--- src/rtl/rat_pkg.sv ---
package rat_pkg;
  localparam int DEF_LANES     = 4;
  localparam int DEF_ARCH_REGS = 8;
  localparam int DEF_ROB_DEPTH = 64;
  localparam int DEF_RET_PORTS = 2;

  typedef enum logic {
    LOC_COMMITTED = 1'b0,
    LOC_PENDING   = 1'b1
  } loc_e;
endpackage

--- src/rtl/rat_rst_sync.sv ---
module rat_rst_sync (
  input  logic clk,
  input  logic rst_n,
  output logic rst_n_sync
);
  logic [1:0] sync_q;

  always_ff @(posedge clk or negedge rst_n) begin
    if (!rst_n) sync_q <= 2'b00;
    else        sync_q <= {sync_q[0], 1'b1};
  end

  assign rst_n_sync = sync_q[1];
endmodule

--- src/rtl/rat_tag_alloc.sv ---
module rat_tag_alloc #(
  parameter int LANES = 4,
  parameter int TW    = 6
) (
  input  logic [LANES-1:0]         valid_i,
  input  logic [TW-1:0]            base_i,
  output logic [LANES-1:0][TW-1:0] tag_o
);
  logic [TW-1:0] run;

  // Slots are handed out consecutively to valid lanes only; wrap is natural
  always_comb begin
    run = base_i;
    for (int i = 0; i < LANES; i++) begin
      tag_o[i] = run;
      if (valid_i[i]) run = run + 1'b1;
    end
  end
endmodule

--- src/rtl/rat_src_resolve.sv ---
module rat_src_resolve #(
  parameter int LANES     = 4,
  parameter int ARCH_REGS = 8,
  parameter int AW        = 3,
  parameter int TW        = 6
) (
  input  logic [LANES-1:0]             wr_en_i,
  input  logic [LANES-1:0][AW-1:0]     wr_arch_i,
  input  logic [LANES-1:0][TW-1:0]     wr_tag_i,
  input  logic [LANES-1:0][AW-1:0]     src_arch_i,
  input  logic [ARCH_REGS-1:0]         tbl_loc_i,
  input  logic [ARCH_REGS-1:0][TW-1:0] tbl_tag_i,
  output logic [LANES-1:0]             src_rob_o,
  output logic [LANES-1:0][TW-1:0]     src_tag_o
);
  for (genvar i = 0; i < LANES; i++) begin : g_lane
    logic          l_rob;
    logic [TW-1:0] l_tag;

    // Table value first, then older lanes in order; the youngest older writer wins
    always_comb begin
      l_rob = tbl_loc_i[src_arch_i[i]];
      l_tag = tbl_tag_i[src_arch_i[i]];
      for (int j = 0; j < i; j++) begin
        if (wr_en_i[j] && (wr_arch_i[j] == src_arch_i[i])) begin
          l_rob = rat_pkg::LOC_PENDING;
          l_tag = wr_tag_i[j];
        end
      end
    end

    assign src_rob_o[i] = l_rob;
    assign src_tag_o[i] = l_tag;
  end
endmodule

--- src/rtl/rat_map_table.sv ---
module rat_map_table #(
  parameter int LANES     = 4,
  parameter int ARCH_REGS = 8,
  parameter int RET_PORTS = 2,
  parameter int AW        = 3,
  parameter int TW        = 6
) (
  input  logic                         clk,
  input  logic                         rst_n,
  input  logic                         flush_i,
  input  logic [LANES-1:0]             wr_en_i,
  input  logic [LANES-1:0][AW-1:0]     wr_arch_i,
  input  logic [LANES-1:0][TW-1:0]     wr_tag_i,
  input  logic [RET_PORTS-1:0]         ret_valid_i,
  input  logic [RET_PORTS-1:0][AW-1:0] ret_arch_i,
  input  logic [RET_PORTS-1:0][TW-1:0] ret_tag_i,
  output logic [ARCH_REGS-1:0]         loc_q,
  output logic [ARCH_REGS-1:0][TW-1:0] tag_q
);
  logic [ARCH_REGS-1:0]         loc_d;
  logic [ARCH_REGS-1:0][TW-1:0] tag_d;
  logic [ARCH_REGS-1:0]         tag_en;

  always_comb begin
    loc_d  = loc_q;
    tag_d  = tag_q;
    tag_en = '0;
    if (flush_i) begin
      loc_d = '0;
    end else begin
      for (int a = 0; a < ARCH_REGS; a++) begin
        // Revert only while the entry still names the retiring slot
        for (int r = 0; r < RET_PORTS; r++) begin
          if (ret_valid_i[r] && (ret_arch_i[r] == AW'(a)) &&
              loc_q[a] && (tag_q[a] == ret_tag_i[r]))
            loc_d[a] = rat_pkg::LOC_COMMITTED;
        end
        // New mappings override reverts; the youngest lane is applied last
        for (int l = 0; l < LANES; l++) begin
          if (wr_en_i[l] && (wr_arch_i[l] == AW'(a))) begin
            loc_d[a]  = rat_pkg::LOC_PENDING;
            tag_d[a]  = wr_tag_i[l];
            tag_en[a] = 1'b1;
          end
        end
      end
    end
  end

  always_ff @(posedge clk or negedge rst_n) begin
    if (!rst_n) begin
      loc_q <= '0;
      tag_q <= '0;
    end else begin
      loc_q <= loc_d;
      for (int a = 0; a < ARCH_REGS; a++) begin
        if (tag_en[a]) tag_q[a] <= tag_d[a];
      end
    end
  end
endmodule

--- src/rtl/reg_alias_renamer.sv ---
module reg_alias_renamer #(
  parameter int LANES     = rat_pkg::DEF_LANES,
  parameter int ARCH_REGS = rat_pkg::DEF_ARCH_REGS,
  parameter int ROB_DEPTH = rat_pkg::DEF_ROB_DEPTH,
  parameter int RET_PORTS = rat_pkg::DEF_RET_PORTS,
  localparam int AW       = $clog2(ARCH_REGS),
  localparam int TW       = $clog2(ROB_DEPTH)
) (
  input  logic                    clk,
  input  logic                    rst_n,
  input  logic                    flush,
  input  logic [LANES-1:0]        in_valid,
  input  logic [LANES-1:0]        in_dst_en,
  input  logic [LANES*AW-1:0]     in_dst_arch,
  input  logic [LANES*AW-1:0]     in_src0_arch,
  input  logic [LANES*AW-1:0]     in_src1_arch,
  input  logic [TW-1:0]           alloc_base,
  input  logic [RET_PORTS-1:0]    ret_valid,
  input  logic [RET_PORTS*AW-1:0] ret_arch,
  input  logic [RET_PORTS*TW-1:0] ret_tag,
  output logic [LANES*TW-1:0]     out_dst_tag,
  output logic [LANES-1:0]        out_src0_rob,
  output logic [LANES*TW-1:0]     out_src0_tag,
  output logic [LANES-1:0]        out_src1_rob,
  output logic [LANES*TW-1:0]     out_src1_tag
);
  logic                         rst_sync_n;
  logic [LANES-1:0]             wr_en;
  logic [LANES-1:0][AW-1:0]     dst_arch_v;
  logic [LANES-1:0][AW-1:0]     src0_arch_v;
  logic [LANES-1:0][AW-1:0]     src1_arch_v;
  logic [LANES-1:0][TW-1:0]     dst_tag_v;
  logic [LANES-1:0][TW-1:0]     src0_tag_v;
  logic [LANES-1:0][TW-1:0]     src1_tag_v;
  logic [RET_PORTS-1:0][AW-1:0] ret_arch_v;
  logic [RET_PORTS-1:0][TW-1:0] ret_tag_v;
  logic [ARCH_REGS-1:0]         tbl_loc;
  logic [ARCH_REGS-1:0][TW-1:0] tbl_tag;

  assign dst_arch_v  = in_dst_arch;
  assign src0_arch_v = in_src0_arch;
  assign src1_arch_v = in_src1_arch;
  assign ret_arch_v  = ret_arch;
  assign ret_tag_v   = ret_tag;
  assign wr_en       = in_valid & in_dst_en;

  rat_rst_sync u_rst (
    .clk        (clk),
    .rst_n      (rst_n),
    .rst_n_sync (rst_sync_n)
  );

  rat_tag_alloc #(.LANES(LANES), .TW(TW)) u_alloc (
    .valid_i (in_valid),
    .base_i  (alloc_base),
    .tag_o   (dst_tag_v)
  );

  rat_map_table #(
    .LANES(LANES), .ARCH_REGS(ARCH_REGS), .RET_PORTS(RET_PORTS), .AW(AW), .TW(TW)
  ) u_table (
    .clk         (clk),
    .rst_n       (rst_sync_n),
    .flush_i     (flush),
    .wr_en_i     (wr_en),
    .wr_arch_i   (dst_arch_v),
    .wr_tag_i    (dst_tag_v),
    .ret_valid_i (ret_valid),
    .ret_arch_i  (ret_arch_v),
    .ret_tag_i   (ret_tag_v),
    .loc_q       (tbl_loc),
    .tag_q       (tbl_tag)
  );

  rat_src_resolve #(
    .LANES(LANES), .ARCH_REGS(ARCH_REGS), .AW(AW), .TW(TW)
  ) u_src0 (
    .wr_en_i    (wr_en),
    .wr_arch_i  (dst_arch_v),
    .wr_tag_i   (dst_tag_v),
    .src_arch_i (src0_arch_v),
    .tbl_loc_i  (tbl_loc),
    .tbl_tag_i  (tbl_tag),
    .src_rob_o  (out_src0_rob),
    .src_tag_o  (src0_tag_v)
  );

  rat_src_resolve #(
    .LANES(LANES), .ARCH_REGS(ARCH_REGS), .AW(AW), .TW(TW)
  ) u_src1 (
    .wr_en_i    (wr_en),
    .wr_arch_i  (dst_arch_v),
    .wr_tag_i   (dst_tag_v),
    .src_arch_i (src1_arch_v),
    .tbl_loc_i  (tbl_loc),
    .tbl_tag_i  (tbl_tag),
    .src_rob_o  (out_src1_rob),
    .src_tag_o  (src1_tag_v)
  );

  assign out_dst_tag  = dst_tag_v;
  assign out_src0_tag = src0_tag_v;
  assign out_src1_tag = src1_tag_v;
endmodule

--- config.mk ---
export PLATFORM = sky130hd
export DESIGN_NAME = reg_alias_renamer
export DESIGN_NICKNAME = d
export VERILOG_FILES = /design/src/rtl/rat_pkg.sv /design/src/rtl/rat_rst_sync.sv /design/src/rtl/rat_tag_alloc.sv /design/src/rtl/rat_src_resolve.sv /design/src/rtl/rat_map_table.sv /design/src/rtl/reg_alias_renamer.sv
export SDC_FILE = /design/constraint.sdc
export NUM_CORES = 1
export LEC_CHECK = 0
export BUFFER_PORTS_ARGS = -buffer_cell sky130_fd_sc_hd__buf_2
export CAP_MARGIN = 20
export CORE_MARGIN = 1
export CORE_UTILIZATION = 65
export DETAILED_ROUTE_END_ITERATION = 6
export GPL_TIMING_DRIVEN = 0
export PLACE_DENSITY_LB_ADDON = 0.12
export SYNTH_ARGS = -nofsm -noshare
export SYNTH_HDL_FRONTEND = slang
export SYNTH_SLANG_ARGS = --single-unit
--- constraint.sdc ---
create_clock -name clk -period 4.28 [get_ports clk]
set_clock_uncertainty 0.1 [all_clocks]
set_input_delay 0.214 -clock clk [delete_from_list [all_inputs] [get_ports clk]]
set_output_delay 0.214 -clock clk [all_outputs]
set_load 0.02 [all_outputs]
# == Word-level counts from Yosys, hierarchy flattened ==
# Cells that the tools add are included.
# op_classes
n_addsub,3
order_cmp,8
eq_ne,70
mux,173
n_bitwise,2
reduce_logical,122
# op_table
op,count
6-bit 2-to-1 mux,55
6-bit binary-select mux with 3-bit select,8
1-bit 2-to-1 mux,100
6-bit equality test,16
1-bit logical AND,92
"3-bit equality test, second input constant",24
7-bit nonzero test,8
"3-bit by 2-bit equality test with 1-bit output, second input constant",12
3-bit equality test,12
"3-bit by 4-bit < comparator with 1-bit output, second input constant",8
4-bit nonzero test,8
1-bit binary-select mux with 3-bit select,8
3-bit AND reduction,8
"6-bit by 1-bit adder with 6-bit output, second input constant",3
"3-bit by 1-bit equality test with 1-bit output, second input constant",6
3-bit logical NOT,6
8-bit 2-to-1 mux,2
4-bit AND,1
1-bit inverter,1
# totals
regBits,58
out_inout_bits,80
wordCells,395

# == Longest topological paths before layout ==
# logic_depth
word_depth,11
mapped_depth,13
mapped_depth_nobuf,11

# == Hierarchy ==
# From an unflattened synthesis, not the netlist that was laid out.
# unflattened
hier_cells,1073
area_unflattened_um2,10552.6
# by_module_without_submodules
module,instances,cells_per_inst,area_per_inst_um2,seq_area_each_um2
rat_map_table,1,612,5218.8,1401.3
rat_src_resolve,2,200,2394.8,0.0
rat_tag_alloc,1,54,465.4,0.0
rat_rst_sync,1,3,53.8,50.0
reg_alias_renamer,1,4,25.0,0.0

# == Worst setup path after synthesis ==
# No wires, ideal clock.
# synth_timing
kind,input-to-reg
startpoint,in in_valid[0]
endpoint,reg u_table.tag_q[43] in the netlist's numbering
setup_ps,135
t_arrival_ps,3243
t_required_ps,4045
slack_ps,802
path_stages,12
path_cell_list,buf_4 -> buf_2 -> buf_1 -> xor2_1 -> ha_1 -> mux2i_4 -> inv_1 -> ha_1 -> mux2i_2 -> inv_1 -> o21ai_0 -> o21ai_0
# synth_between
elab_cells_between_ends,17
cone_classes,add/sub: 2; mux: 11; bitwise: 1; reduce/logical: 3
# synth_rtl
item,line,source
start: declaration,reg_alias_renamer.sv:12,"input logic [LANES-1:0] in_valid,"
6-bit 2-to-1 mux *,rat_tag_alloc.sv:16,if (valid_i[i]) run = run + 1'b1;
net out_dst_tag[6],reg_alias_renamer.sv:21,"output logic [LANES*TW-1:0] out_dst_tag,"
6-bit by 1-bit adder with 6-bit output *,rat_tag_alloc.sv:16,
6-bit 2-to-1 mux *,rat_tag_alloc.sv:16,
net out_dst_tag[13],reg_alias_renamer.sv:21,
6-bit by 1-bit adder with 6-bit output,rat_tag_alloc.sv:16,
6-bit 2-to-1 mux *,rat_tag_alloc.sv:16,
net out_dst_tag[19],reg_alias_renamer.sv:21,
6-bit 2-to-1 mux *,rat_map_table.sv:40,if (wr_en_i[l] && (wr_arch_i[l] == AW'(a))) begin
end signal: indexed assignment,rat_map_table.sv:57,if (tag_en[a]) tag_q[a] <= tag_d[a];
end: declaration,rat_map_table.sv:18,output logic [ARCH_REGS-1:0][TW-1:0] tag_q
# The timed path passes the listed nets; every way through them passes the cells marked *.
# A chain may end at the register's enable or synchronous reset.

# == Final worst setup path ==
# layout_timing
startpoint,in in_valid[0]
endpoint,out out_dst_tag[20]
# layout_between
elab_chain_cells,5
# layout_rtl
item,line
6-bit 2-to-1 mux *,rat_tag_alloc.sv:16
6-bit by 1-bit adder with 6-bit output,rat_tag_alloc.sv:16
6-bit 2-to-1 mux *,rat_tag_alloc.sv:16
6-bit by 1-bit adder with 6-bit output,rat_tag_alloc.sv:16
6-bit 2-to-1 mux *,rat_tag_alloc.sv:16
end: declaration,reg_alias_renamer.sv:21
# Mark *: on every way between the ends. The rest lies on a longest branch, timed or not.

==> flow_metrics.env <==
export IMPL_status="completed"
export IMPL_setup_violations_final=0
export IMPL_grtUsageMet1_pct=65.94
export IMPL_p_comb_share_pct=65.6
export IMPL_cp_end_kind="output port"
export IMPL_clk_pin_slew_ps=50
export IMPL_syn_to_final_growth_pct=10.77
export IMPL_ys_types=68
export IMPL_grt_pass1_vias=11290
export IMPL_use_met3_pct=22.30
export IMPL_max_stage_delay_ps=460
export IMPL_die_y_um=131.6
export IMPL_netlist_instances=1253
export IMPL_grt_busiest_layer="met2"
export IMPL_clock_sinks=58
export IMPL_leakagePower_nw=5.004
export IMPL_core_area_um2=16470
export IMPL_fmax_mhz=245.6
export IMPL_max_cap_violations=0
export IMPL_clkPwrFrac_pct=17.5
export IMPL_synth_ff_type="dfrtp_1"
export IMPL_fin_crit_sh_pct=95.13
export IMPL_worst_slack_ps=208.5
export IMPL_tns_ps=0
export IMPL_dp_hpwl_um=33070
export IMPL_nNetsFinal=1448
export IMPL_num_rows=47
export IMPL_path_class="input pin to output port"
export IMPL_grt_setup_unrepaired="false"
export IMPL_antenna_found_initial=3
export IMPL_start_util_pct=66.29
export IMPL_cp_start_kind="input pin"
export IMPL_dieArea_um2=17310
export IMPL_syn_area_per_cell_um2=8.711
export IMPL_clock_latency_ps=330
export IMPL_pwr_share_seq_pct=16.9
export IMPL_use_met2_pct=75.93
export IMPL_slew_headroom_pct=22.52
export IMPL_p_switching_mw=2.214
export IMPL_track_usage_pct=53.13
export IMPL_cts_buffers=9
export IMPL_crit_required_ps=3970
export IMPL_syn_area_um2=10920
export IMPL_worst_pin_slew_ps=1162
export IMPL_yosysSeqAreaShare_pct=13.30
export IMPL_ios=153
export IMPL_cts_root_buf="clkbuf_16"
export IMPL_final_antenna_net_count=0
export IMPL_cts_tree="built"
export IMPL_layout_drive_gt1_share_pct=25.13
export IMPL_grt_overflow_total=0
export IMPL_wirelength_um=45900
export IMPL_ys_warnings_count=0
export IMPL_placement_io_buffers=106
export IMPL_crit_slowest_cell="buf_1"
export IMPL_r2r_end="u_table.loc_q[7]$_DFFE_PN0P_"
export IMPL_cp_common_cell="buf_2"
export IMPL_drv_slew=0
export IMPL_cts_setup_buffers=0
export IMPL_power_mw=4.626
export IMPL_vias=12000
export IMPL_reg2reg_depth=7
export IMPL_post_drt_wl_per_cell_um=28.71
export IMPL_hp_class="register to async pin"
export IMPL_holdBufCountCts=1
export IMPL_yosys_register_bits=58
export IMPL_grt_max_degree=42
export IMPL_synthArstFlopShare_pct=100.0
export IMPL_period_needed_ps=4071
export IMPL_synth_fp_nets=1329
export IMPL_place_gp_congestion=1.033
export IMPL_first_iter_violations=1923
export IMPL_synth_edf_count=0
export IMPL_p_int_mw=2.412
export IMPL_crit_path_cell_trace="buf_2, buf_4, buf_2, buf_1, xor2_1, ha_1, mux2i_4, inv_1, ha_1, nand2_1, xnor2_1, buf_2"
export IMPL_rr_startpoint="u_table.tag_q[47]$_DFFE_PN0P_"
export IMPL_post_route_util_pct=73.43
export IMPL_drc_errors=0
export IMPL_drt_pass1_iter_count=7
export IMPL_dieWidth_um=131.6
export IMPL_ir_drop_mv=0.4702
export IMPL_crit_fanout=10
export IMPL_powerDensity_nw_per_um2=382.6
export IMPL_cts_resized=0
export IMPL_r2r_setup_slack_ps=2000
export IMPL_clk_path_buf_depth=2
export IMPL_pre_cts_ws_ps=167.6
export IMPL_grt_pass1_wl_um=68000
export IMPL_hold_viol_final=0
export IMPL_crit_arrival_ps=3760
export IMPL_via_per_inst=7.502
export IMPL_swShare_pct=47.85
export IMPL_htreeDepth=3
==> flip-flops by register name, summed over array words and instances (netlist names) <==
name,cells
u_rst.sync_q,2
u_table.loc_q,8
u_table.tag_q,48
==> critical path: cells and delay by family <==
family | cells | cell delay [ps]
muxes | 1 | 380
buffers and inverters | 6 | 1530
adders and majority gates | 2 | 570
xor gates and xnor gates | 2 | 860
and+or+nand+nor | 1 | 190
==> per-stage QoR <==
| step | hold WS (ps) | cells | instance area (um2) |
|---|---|---|---|
| global placement | -100.3 | 1579 | 11720 |
| detailed placement | -100.7 | 1580 | 11740 |
| global route | 104.8 | 1598 | 12090 |
| CTS | 86.12 | 1597 | 12090 |
| finish | 90.96 | 1599 | 12090 |
| floorplan | -181.6 | 1253 | 10920 |
==> layer usage <==
layer  part of all wire [%]  vias up
met2                     41     1218
li1                       -     4838
met3                     17      353
met1                     34     5586
met5                      0        -
met4                    8.6        0
==> layout by cell type (no fill, tap or decap), types with 5 or more instances in the layout <==
master	n
o41ai_1	6
buf_2	151
mux2i_1	76
xor2_1	75
nor3_1	38
nand4_1	20
nand3b_1	7
buf_1	6
mux4_2	112
inv_1	13
and3_1	9
clkbuf_1	118
clkbuf_16	9
a31oi_1	8
a32o_1	13
a221o_1	8
nor2_1	87
o21ai_0	56
o211ai_1	14
a211oi_1	17
a21oi_1	56
nand2_1	106
nand3_1	36
a31o_2	5
buf_4	19
a22o_1	6
mux2_2	15
nor4_1	22
or2_2	8
xnor2_1	99
nor2b_1	18
a211o_1	6
dfrtp_1	57
==> layout make-up <==
cell class / instances / area (um2)
buffer: 189 / 852.1
antenna: 2 / 5.005
clock inverter: 6 / 105.1
multi-input combinational: 991 / 8556
inverter: 15 / 56.30
fill: 1281 / 4374
sequential: 58 / 1453
clock buffer: 10 / 229.0
tap: 220 / 275.3
timing repair buffer: 108 / 560.5
==> cell usage after synthesis (38+ instances only) <==
cell,n,share of area [%]
a21oi_1,56,2.6
buf_2,45,2.1
clkbuf_1,117,4.0
dfrtp_1,58,13
mux2i_1,76,7.0
mux4_2,112,23
nand2_1,106,3.6
nor2_1,87,3.0
nor3_1,38,1.7
o21ai_0,56,2.6
xnor2_1,99,7.9
xor2_1,75,6.0
==> worst max-delay path by stage <==
stage	from	endpoint
floorplan	in_valid[0]	u_table.tag_q[43]$_DFFE_PN0P_
CTS	in_valid[0]	out_dst_tag[20]
detailed placement	in_valid[0]	u_table.tag_q[43]$_DFFE_PN0P_
global placement	in_valid[0]	u_table.tag_q[31]$_DFFE_PN0P_
finish	in_valid[0]	out_dst_tag[20]
global route	in_valid[0]	out_dst_tag[20]
==> cell families (layout without fill, tap and decap cells) <==
| logic type | count (synthesis) | after routing | share of synthesized area, % |
|---|---|---|---|
| flip-flops | 58 | 58 | 13.30 |
| AO/OA/AOI/OAI | 220 | 220 | 13.58 |
| adder cells (fa/ha/maj) | 3 | 3 | 0.3439 |
| buffers and inverters | 204 | 328 | 8.322 |
| AND/OR/NAND/NOR | 382 | 382 | 17.37 |
| XOR/XNOR | 180 | 180 | 15.10 |
| multiplexers | 205 | 205 | 31.96 |
| other | 1 | 3 | 0.03435 |
==> power groups by stage <==
stage	sequential [mW]	clock [mW]	combinational (mW)
3_3_place_gp	0.768	0	2.79
4_1_cts	0.769	0.805	2.87
2_1_floorplan	0.741	0	1.99
3_5_place_dp	0.772	0	2.86
6_report	0.781	0.808	3.04
5_1_grt	0.787	0.831	3.09
No activity file was read; power rests on OpenSTA's default activity.
